### config.mk
export PLATFORM = sky130hd
export DESIGN_NAME = zt_sram
export DESIGN_NICKNAME = d
export VERILOG_FILES = /design/src/rtl/zt_sram_pkg.sv /design/src/rtl/zt_sram_burst.sv /design/src/rtl/zt_sram_mem.sv /design/src/rtl/zt_sram_merge.sv /design/src/rtl/zt_sram.sv
export SDC_FILE = /design/constraint.sdc
export NUM_CORES = 2
export LEC_CHECK = 0
export BUFFER_PORTS_ARGS = -buffer_cell sky130_fd_sc_hd__buf_2
export CORE_ASPECT_RATIO = 2
export CORE_MARGIN = 5
export CORE_UTILIZATION = 50
export CTS_CLUSTER_DIAMETER = 50
export DETAILED_ROUTE_END_ITERATION = 8
export MAX_ROUTING_LAYER = met4
export PLACE_DENSITY = 0.65
export SLEW_MARGIN = 20
export SYNTH_ARGS = -nofsm -noshare
export SYNTH_HDL_FRONTEND = slang
export SYNTH_HIERARCHICAL = 1
export SYNTH_SLANG_ARGS = --single-unit
export TNS_END_PERCENT = 30
### constraint.sdc
create_clock -name clk -period 3.3 [get_ports clk]
set_input_delay 0.66 -clock clk [delete_from_list [all_inputs] [get_ports clk]]
set_output_delay 0.66 -clock clk [all_outputs]
set_load 0.02 [all_outputs]
### src/rtl/zt_sram_pkg.sv
package zt_sram_pkg;

    // Width of the burst step counter: four beats per burst.
    localparam int BURST_BITS = 2;

    typedef enum logic [1:0] {
        OP_NONE  = 2'd0,
        OP_READ  = 2'd1,
        OP_WRITE = 2'd2
    } op_e;

endpackage

### src/rtl/zt_sram_burst.sv
// Produces the address of the current burst beat from the loaded start
// address and the beat number.
module zt_sram_burst
    import zt_sram_pkg::*;
#(
    parameter int ADDR_W = 6
) (
    input  logic [ADDR_W-1:0]     base_addr,
    input  logic [BURST_BITS-1:0] step,
    input  logic                  interleave,
    output logic [ADDR_W-1:0]     beat_addr
);

    logic [BURST_BITS-1:0] low_bits;

    always_comb begin
        if (interleave) begin
            low_bits = base_addr[BURST_BITS-1:0] ^ step;
        end else begin
            low_bits = base_addr[BURST_BITS-1:0] + step;
        end
    end

    generate
        if (ADDR_W > BURST_BITS) begin : g_upper
            assign beat_addr = {base_addr[ADDR_W-1:BURST_BITS], low_bits};
        end else begin : g_narrow
            assign beat_addr = low_bits[ADDR_W-1:0];
        end
    endgenerate

endmodule

### src/rtl/zt_sram_mem.sv
// Storage array: one array per byte lane, with a lane-masked synchronous
// write port and an asynchronous read port.
module zt_sram_mem #(
    parameter int ADDR_W    = 6,
    parameter int NUM_LANES = 4,
    parameter int LANE_W    = 9
) (
    input  logic                          clk,
    input  logic                          wr_en,
    input  logic [ADDR_W-1:0]             wr_addr,
    input  logic [NUM_LANES-1:0]          wr_lanes,
    input  logic [NUM_LANES*LANE_W-1:0]   wr_data,
    input  logic [ADDR_W-1:0]             rd_addr,
    output logic [NUM_LANES*LANE_W-1:0]   rd_data
);

    localparam int DEPTH = 1 << ADDR_W;

    generate
        for (genvar g = 0; g < NUM_LANES; g++) begin : g_lane
            logic [LANE_W-1:0] lane_mem [DEPTH];

            always_ff @(posedge clk) begin
                if (wr_en && wr_lanes[g]) begin
                    lane_mem[wr_addr] <= wr_data[g*LANE_W +: LANE_W];
                end
            end

            assign rd_data[g*LANE_W +: LANE_W] = lane_mem[rd_addr];
        end
    endgenerate

endmodule

### src/rtl/zt_sram_merge.sv
// Lane-wise select between stored data and newer write data.
module zt_sram_merge #(
    parameter int NUM_LANES = 4,
    parameter int LANE_W    = 9
) (
    input  logic [NUM_LANES*LANE_W-1:0] stored,
    input  logic [NUM_LANES*LANE_W-1:0] newer,
    input  logic [NUM_LANES-1:0]        take_new,
    output logic [NUM_LANES*LANE_W-1:0] merged
);

    generate
        for (genvar g = 0; g < NUM_LANES; g++) begin : g_lane
            assign merged[g*LANE_W +: LANE_W] = take_new[g] ?
                newer[g*LANE_W +: LANE_W] : stored[g*LANE_W +: LANE_W];
        end
    endgenerate

endmodule

### src/rtl/zt_sram.sv
module zt_sram
    import zt_sram_pkg::*;
#(
    parameter int ADDR_W    = 6,
    parameter int NUM_LANES = 4,
    parameter int LANE_W    = 9
) (
    input  logic                          clk,
    input  logic                          rst_n,
    input  logic                          flow_thru,
    input  logic                          interleave,
    input  logic                          clk_en_n,
    input  logic                          ce1_n,
    input  logic                          ce2,
    input  logic                          ce3_n,
    input  logic                          we_n,
    input  logic [NUM_LANES-1:0]          byte_we_n,
    input  logic                          adv_ld,
    input  logic [ADDR_W-1:0]             addr,
    input  logic                          out_en_n,
    input  logic [NUM_LANES*LANE_W-1:0]   wdata,
    output logic [NUM_LANES*LANE_W-1:0]   rdata,
    output logic                          rdata_oe
);

    localparam int DATA_W = NUM_LANES * LANE_W;

    typedef struct packed {
        op_e                   burst_op;
        logic [ADDR_W-1:0]     burst_base;
        logic [BURST_BITS-1:0] burst_step;
        op_e                   s1_op;
        logic [ADDR_W-1:0]     s1_addr;
        logic [NUM_LANES-1:0]  s1_lanes;
        op_e                   s2_op;
        logic [ADDR_W-1:0]     s2_addr;
        logic [NUM_LANES-1:0]  s2_lanes;
        logic [DATA_W-1:0]     q_data;
    } state_t;

    state_t st_q, st_d;

    logic                  selected;
    logic [BURST_BITS-1:0] next_step;
    logic [ADDR_W-1:0]     cont_addr;
    logic [DATA_W-1:0]     mem_rd;
    logic [DATA_W-1:0]     merged;
    logic [NUM_LANES-1:0]  bypass_lanes;
    op_e                   commit_op;
    logic [ADDR_W-1:0]     commit_addr;
    logic [NUM_LANES-1:0]  commit_lanes;
    logic                  commit_en;
    logic                  drive;

    assign selected  = !ce1_n && ce2 && !ce3_n;
    assign next_step = st_q.burst_step + {{(BURST_BITS-1){1'b0}}, 1'b1};

    zt_sram_burst #(.ADDR_W(ADDR_W)) u_burst (
        .base_addr (st_q.burst_base),
        .step      (next_step),
        .interleave(interleave),
        .beat_addr (cont_addr)
    );

    // Commit point: flow-through writes retire from stage 1, pipelined from stage 2.
    always_comb begin
        if (flow_thru) begin
            commit_op    = st_q.s1_op;
            commit_addr  = st_q.s1_addr;
            commit_lanes = st_q.s1_lanes;
        end else begin
            commit_op    = st_q.s2_op;
            commit_addr  = st_q.s2_addr;
            commit_lanes = st_q.s2_lanes;
        end
    end

    assign commit_en = !clk_en_n && (commit_op == OP_WRITE);

    zt_sram_mem #(
        .ADDR_W   (ADDR_W),
        .NUM_LANES(NUM_LANES),
        .LANE_W   (LANE_W)
    ) u_mem (
        .clk     (clk),
        .wr_en   (commit_en),
        .wr_addr (commit_addr),
        .wr_lanes(commit_lanes),
        .wr_data (wdata),
        .rd_addr (st_q.s1_addr),
        .rd_data (mem_rd)
    );

    // A pipelined read captured while the previous write commits sees its lanes.
    always_comb begin
        if (!flow_thru && (st_q.s2_op == OP_WRITE) && (st_q.s2_addr == st_q.s1_addr)) begin
            bypass_lanes = st_q.s2_lanes;
        end else begin
            bypass_lanes = '0;
        end
    end

    zt_sram_merge #(
        .NUM_LANES(NUM_LANES),
        .LANE_W   (LANE_W)
    ) u_merge (
        .stored  (mem_rd),
        .newer   (wdata),
        .take_new(bypass_lanes),
        .merged  (merged)
    );

    always_comb begin
        st_d = st_q;
        if (!clk_en_n) begin
            st_d.s2_op    = st_q.s1_op;
            st_d.s2_addr  = st_q.s1_addr;
            st_d.s2_lanes = st_q.s1_lanes;
            if (st_q.s1_op == OP_READ) begin
                st_d.q_data = merged;
            end
            if (!adv_ld) begin
                st_d.burst_step = '0;
                st_d.burst_base = addr;
                st_d.s1_addr    = addr;
                if (selected) begin
                    st_d.burst_op = we_n ? OP_READ : OP_WRITE;
                    st_d.s1_op    = we_n ? OP_READ : OP_WRITE;
                    st_d.s1_lanes = we_n ? '0 : ~byte_we_n;
                end else begin
                    st_d.burst_op = OP_NONE;
                    st_d.s1_op    = OP_NONE;
                    st_d.s1_lanes = '0;
                end
            end else begin
                st_d.burst_step = next_step;
                st_d.s1_op      = st_q.burst_op;
                st_d.s1_addr    = cont_addr;
                st_d.s1_lanes   = (st_q.burst_op == OP_WRITE) ? ~byte_we_n : '0;
            end
        end
    end

    always_ff @(posedge clk or negedge rst_n) begin
        if (!rst_n) begin
            st_q <= '0;
        end else begin
            st_q <= st_d;
        end
    end

    assign drive    = flow_thru ? (st_q.s1_op == OP_READ) : (st_q.s2_op == OP_READ);
    assign rdata_oe = drive && !out_en_n;
    assign rdata    = rdata_oe ? (flow_thru ? mem_rd : st_q.q_data) : '0;

endmodule

==> reports/qor.yml <==
status: "complete, but fails checks"
violations: "setup timing"
power_density_nw_per_um2: 625
cp-end-kind: "primary output"
grt_pass1_vias: 50037
port_buffers: 93
synthMuxAreaShare: 0.167
area_growth_pct: 21.0
synth_edf_count: 2304
synth_warnings: 6
synth_area_um2: 92500
synth_top_family_by_area: "multiplexers"
synth_common_cells: "2304 x edfxtp_1, 564 x mux4_2, 335 x nor2_1"
fp.dieW_um: 314
synth-simple-area-share: 0.0271
setup_viol: 45
min_path_type: "input port to register"
dieArea_um2: 194000
antenna_found_initial: 13
max_slew_margin: 0.255
coreArea_um2: 184000
num_rows: 223
ys_ff_latch: 2374
met1_length_um: 88200
root_buffer: "clkbuf_16"
synth_top_area_frac: 0.748
arrival_ns: 3.72
grt_overflow_total: 0
wl_per_cell_um: 34.4
postRouteWirelength_um: 271000
min_period_ns: 4.38
place_congestion: 0.932
cts_inserted_buffers: 197
yosys.area.top_type: "edfxtp_1"
clock_skew_ns: 0.0409
synthAdderAreaFrac: 0.000135
ios: 94
syn_inst: 4386
max_freq_ghz: 0.228
viasPerCell: 6.26
r2r_cells: 9
dr_wl_met3_um: 18600
drive_gt1_frac: 0.393
vdd_ir_drop_max_uv: 421
cellLeakagePower_nw: 36.4
h-tree-depth: 4
synth_xor_area_frac: 0.000757
finalSetupTns_ns: -35.93
setup_ws_ns: -1.08
clkSlewWorstSetupHoldPaths_ns: 0.07
dpl_worst_slack_ns: -0.797
worstMarginPinSlew_ns: 1.12
seq_area_frac_synth: 0.767
cp_max_fo: 14
vias: 49430
cts_tree: "done"
avgSynthCellArea_um2: 21.1
synth_most_common_cell: "edfxtp_1"
grt_max_degree: 66
highest_layer: "met4"
whs_path_depth: 2
start_util: 0.502
critPathKind: "register to primary output"
start_kind: "register"
syn_nets: 4444
maxCapViolations: 0
clk_latency_ns: 0.85
yosys_most_used_dff: "edfxtp_1"
drt_iter0_drc: 5618
track_usage: 0.285
min_period_over_period: 1.33
cts.sinks: 2374
rsz0062_at_grt: "yes"
cp.required_ns: 2.64
final_nets: 5316
route.antenna.remaining_nets: 0
power_mw: 69.9
wl_met2_um: 144000
dp_hpwl_um: 188000
hold_viol_final: 0
drt_pre_antenna_iters: 5
cts_buffer_depth: 4
drc: 0
ys_types: 58
maxSlewViolCount: 0
async_reset_ff_frac: 0.0295
synth_area_leaders: "edfxtp_1 75%, mux4_2 14%, dfrtp_1 1.9%, nor2_1 1.4%, mux2i_1 1.4%"
fp.dieH_um: 618
grt_pass1_wl_um: 379000
synth_compound_area_frac: 0.0239
final cells by class:
cell class | count | area [um^2]
Sequential cell | 2374 | 71000
Clock buffer | 251 | 5310
Multi-Input combinational cell | 1738 | 22100
Tap cell | 2475 | 3100
Clock inverter | 101 | 936
Antenna cell | 8 | 20.0
Fill cell | 12769 | 72500
Inverter | 9 | 33.8
Timing Repair Buffer | 938 | 9530
cell families after synthesis:
family,count (synthesis)
buffers and inverters,274
muxes,810
xor gates and xnor gates,8
AOI/OAI and AO/OA,331
DFF,2374
and+or+nand+nor,588
adders and majority gates,1
worst paths after layout:
kind	startpoint	endpoint	slack, ns
max	st_q[52]$_DFFE_PN0N_	rdata[26]	-1.08
min	addr[1]	st_q[63]$_DFFE_PN0P_	0.06
max reg2reg	st_q[53]$_DFFE_PN0N_	u_mem/g_lane[1].lane_mem[29][6]$_DFFE_PP_	-0.02
min reg2reg	st_q[26]$_DFFE_PN0P_	st_q[26]$_DFFE_PN0P_	0.49
max in group asynchronous	rst_n	st_q[0]$_DFFE_PN0P_	2.08
min in group asynchronous	rst_n	st_q[21]$_DFFE_PN0P_	0.49
power breakdown:
part	switching, mW	internal [mW]	leakage [nW]
registers	0.199	33.3	21.5
logic	6.88	6.39	11.8
clock network	10.5	12.6	3.03
flip-flops by register name, indices dropped and copies added, names as in the netlist:
name and count:
st_q 70, u_mem/g_lane.lane_mem 2304
repair_timing:
item / in CTS / in global routing
hold endpoints to repair: 47 / 0
gates resized for setup: 238 / 204
gates cloned: 9 / 4
hold buffers: 5 / 0
setup endpoints to repair: 61 / 533
setup buffers: 55 / 63
pin swaps: 33 / 50
cell usage in the layout, fill, tap and decap left out, types with 22 or more instances in the layout:
| cell type | netlist | routed |
|---|---|---|
| a21oi_1 | 36 | 31 |
| buf_12 | 0 | 153 |
| buf_2 | 77 | 64 |
| buf_4 | 34 | 631 |
| buf_6 | 11 | 48 |
| clkbuf_1 | 126 | 41 |
| clkbuf_16 | 0 | 205 |
| clkinv_1 | 0 | 38 |
| clkinv_2 | 0 | 28 |
| dfrtp_1 | 70 | 64 |
| edfxtp_1 | 2304 | 2304 |
| mux2_2 | 80 | 78 |
| mux2_4 | 36 | 38 |
| mux2i_1 | 125 | 108 |
| mux4_2 | 564 | 564 |
| nand2_1 | 139 | 116 |
| nand2_2 | 0 | 22 |
| nor2_1 | 335 | 321 |
| o21ai_0 | 39 | 31 |
| o22ai_1 | 155 | 65 |
| o22ai_2 | 0 | 65 |
| o22ai_4 | 0 | 25 |
stage by stage:
step | cells | utilization | instance area (um^2) | hold WS [ns]
after floorplan | 4386 | - | 92500 | 0.364
after global placement | 7414 | 0.554 | 102000 | 0.468
after detailed placement | 7414 | 0.554 | 102000 | 0.475
after CTS | 7829 | 0.599 | 110000 | 0.0354
after global routing | 7894 | 0.607 | 112000 | 0.0556
final | 7894 | 0.607 | 112000 | 0.0588
per-layer routing:
metal | vias to the layer above | GRT usage
met5 | - | -
met4 | 0 | 0.165
met3 | 683 | 0.0349
met2 | 2432 | 0.493
met1 | 26382 | 0.321
li1 | 19933 | -
worst max-delay path, stage by stage (launching register included):
cell	delay (ns)
dfrtp_4	0.45
buf_12	0.15
buf_16	0.19
buf_8	0.18
buf_4	0.15
mux4_2	0.54
o221ai_4	0.23
a21oi_1	0.08
a21oi_2	0.26
buf_4	0.18
nor2_1	0.05
mux2i_1	0.17
nor2_1	0.08
buf_2	0.16
Note: power is estimated with default switching activity, not from simulation.
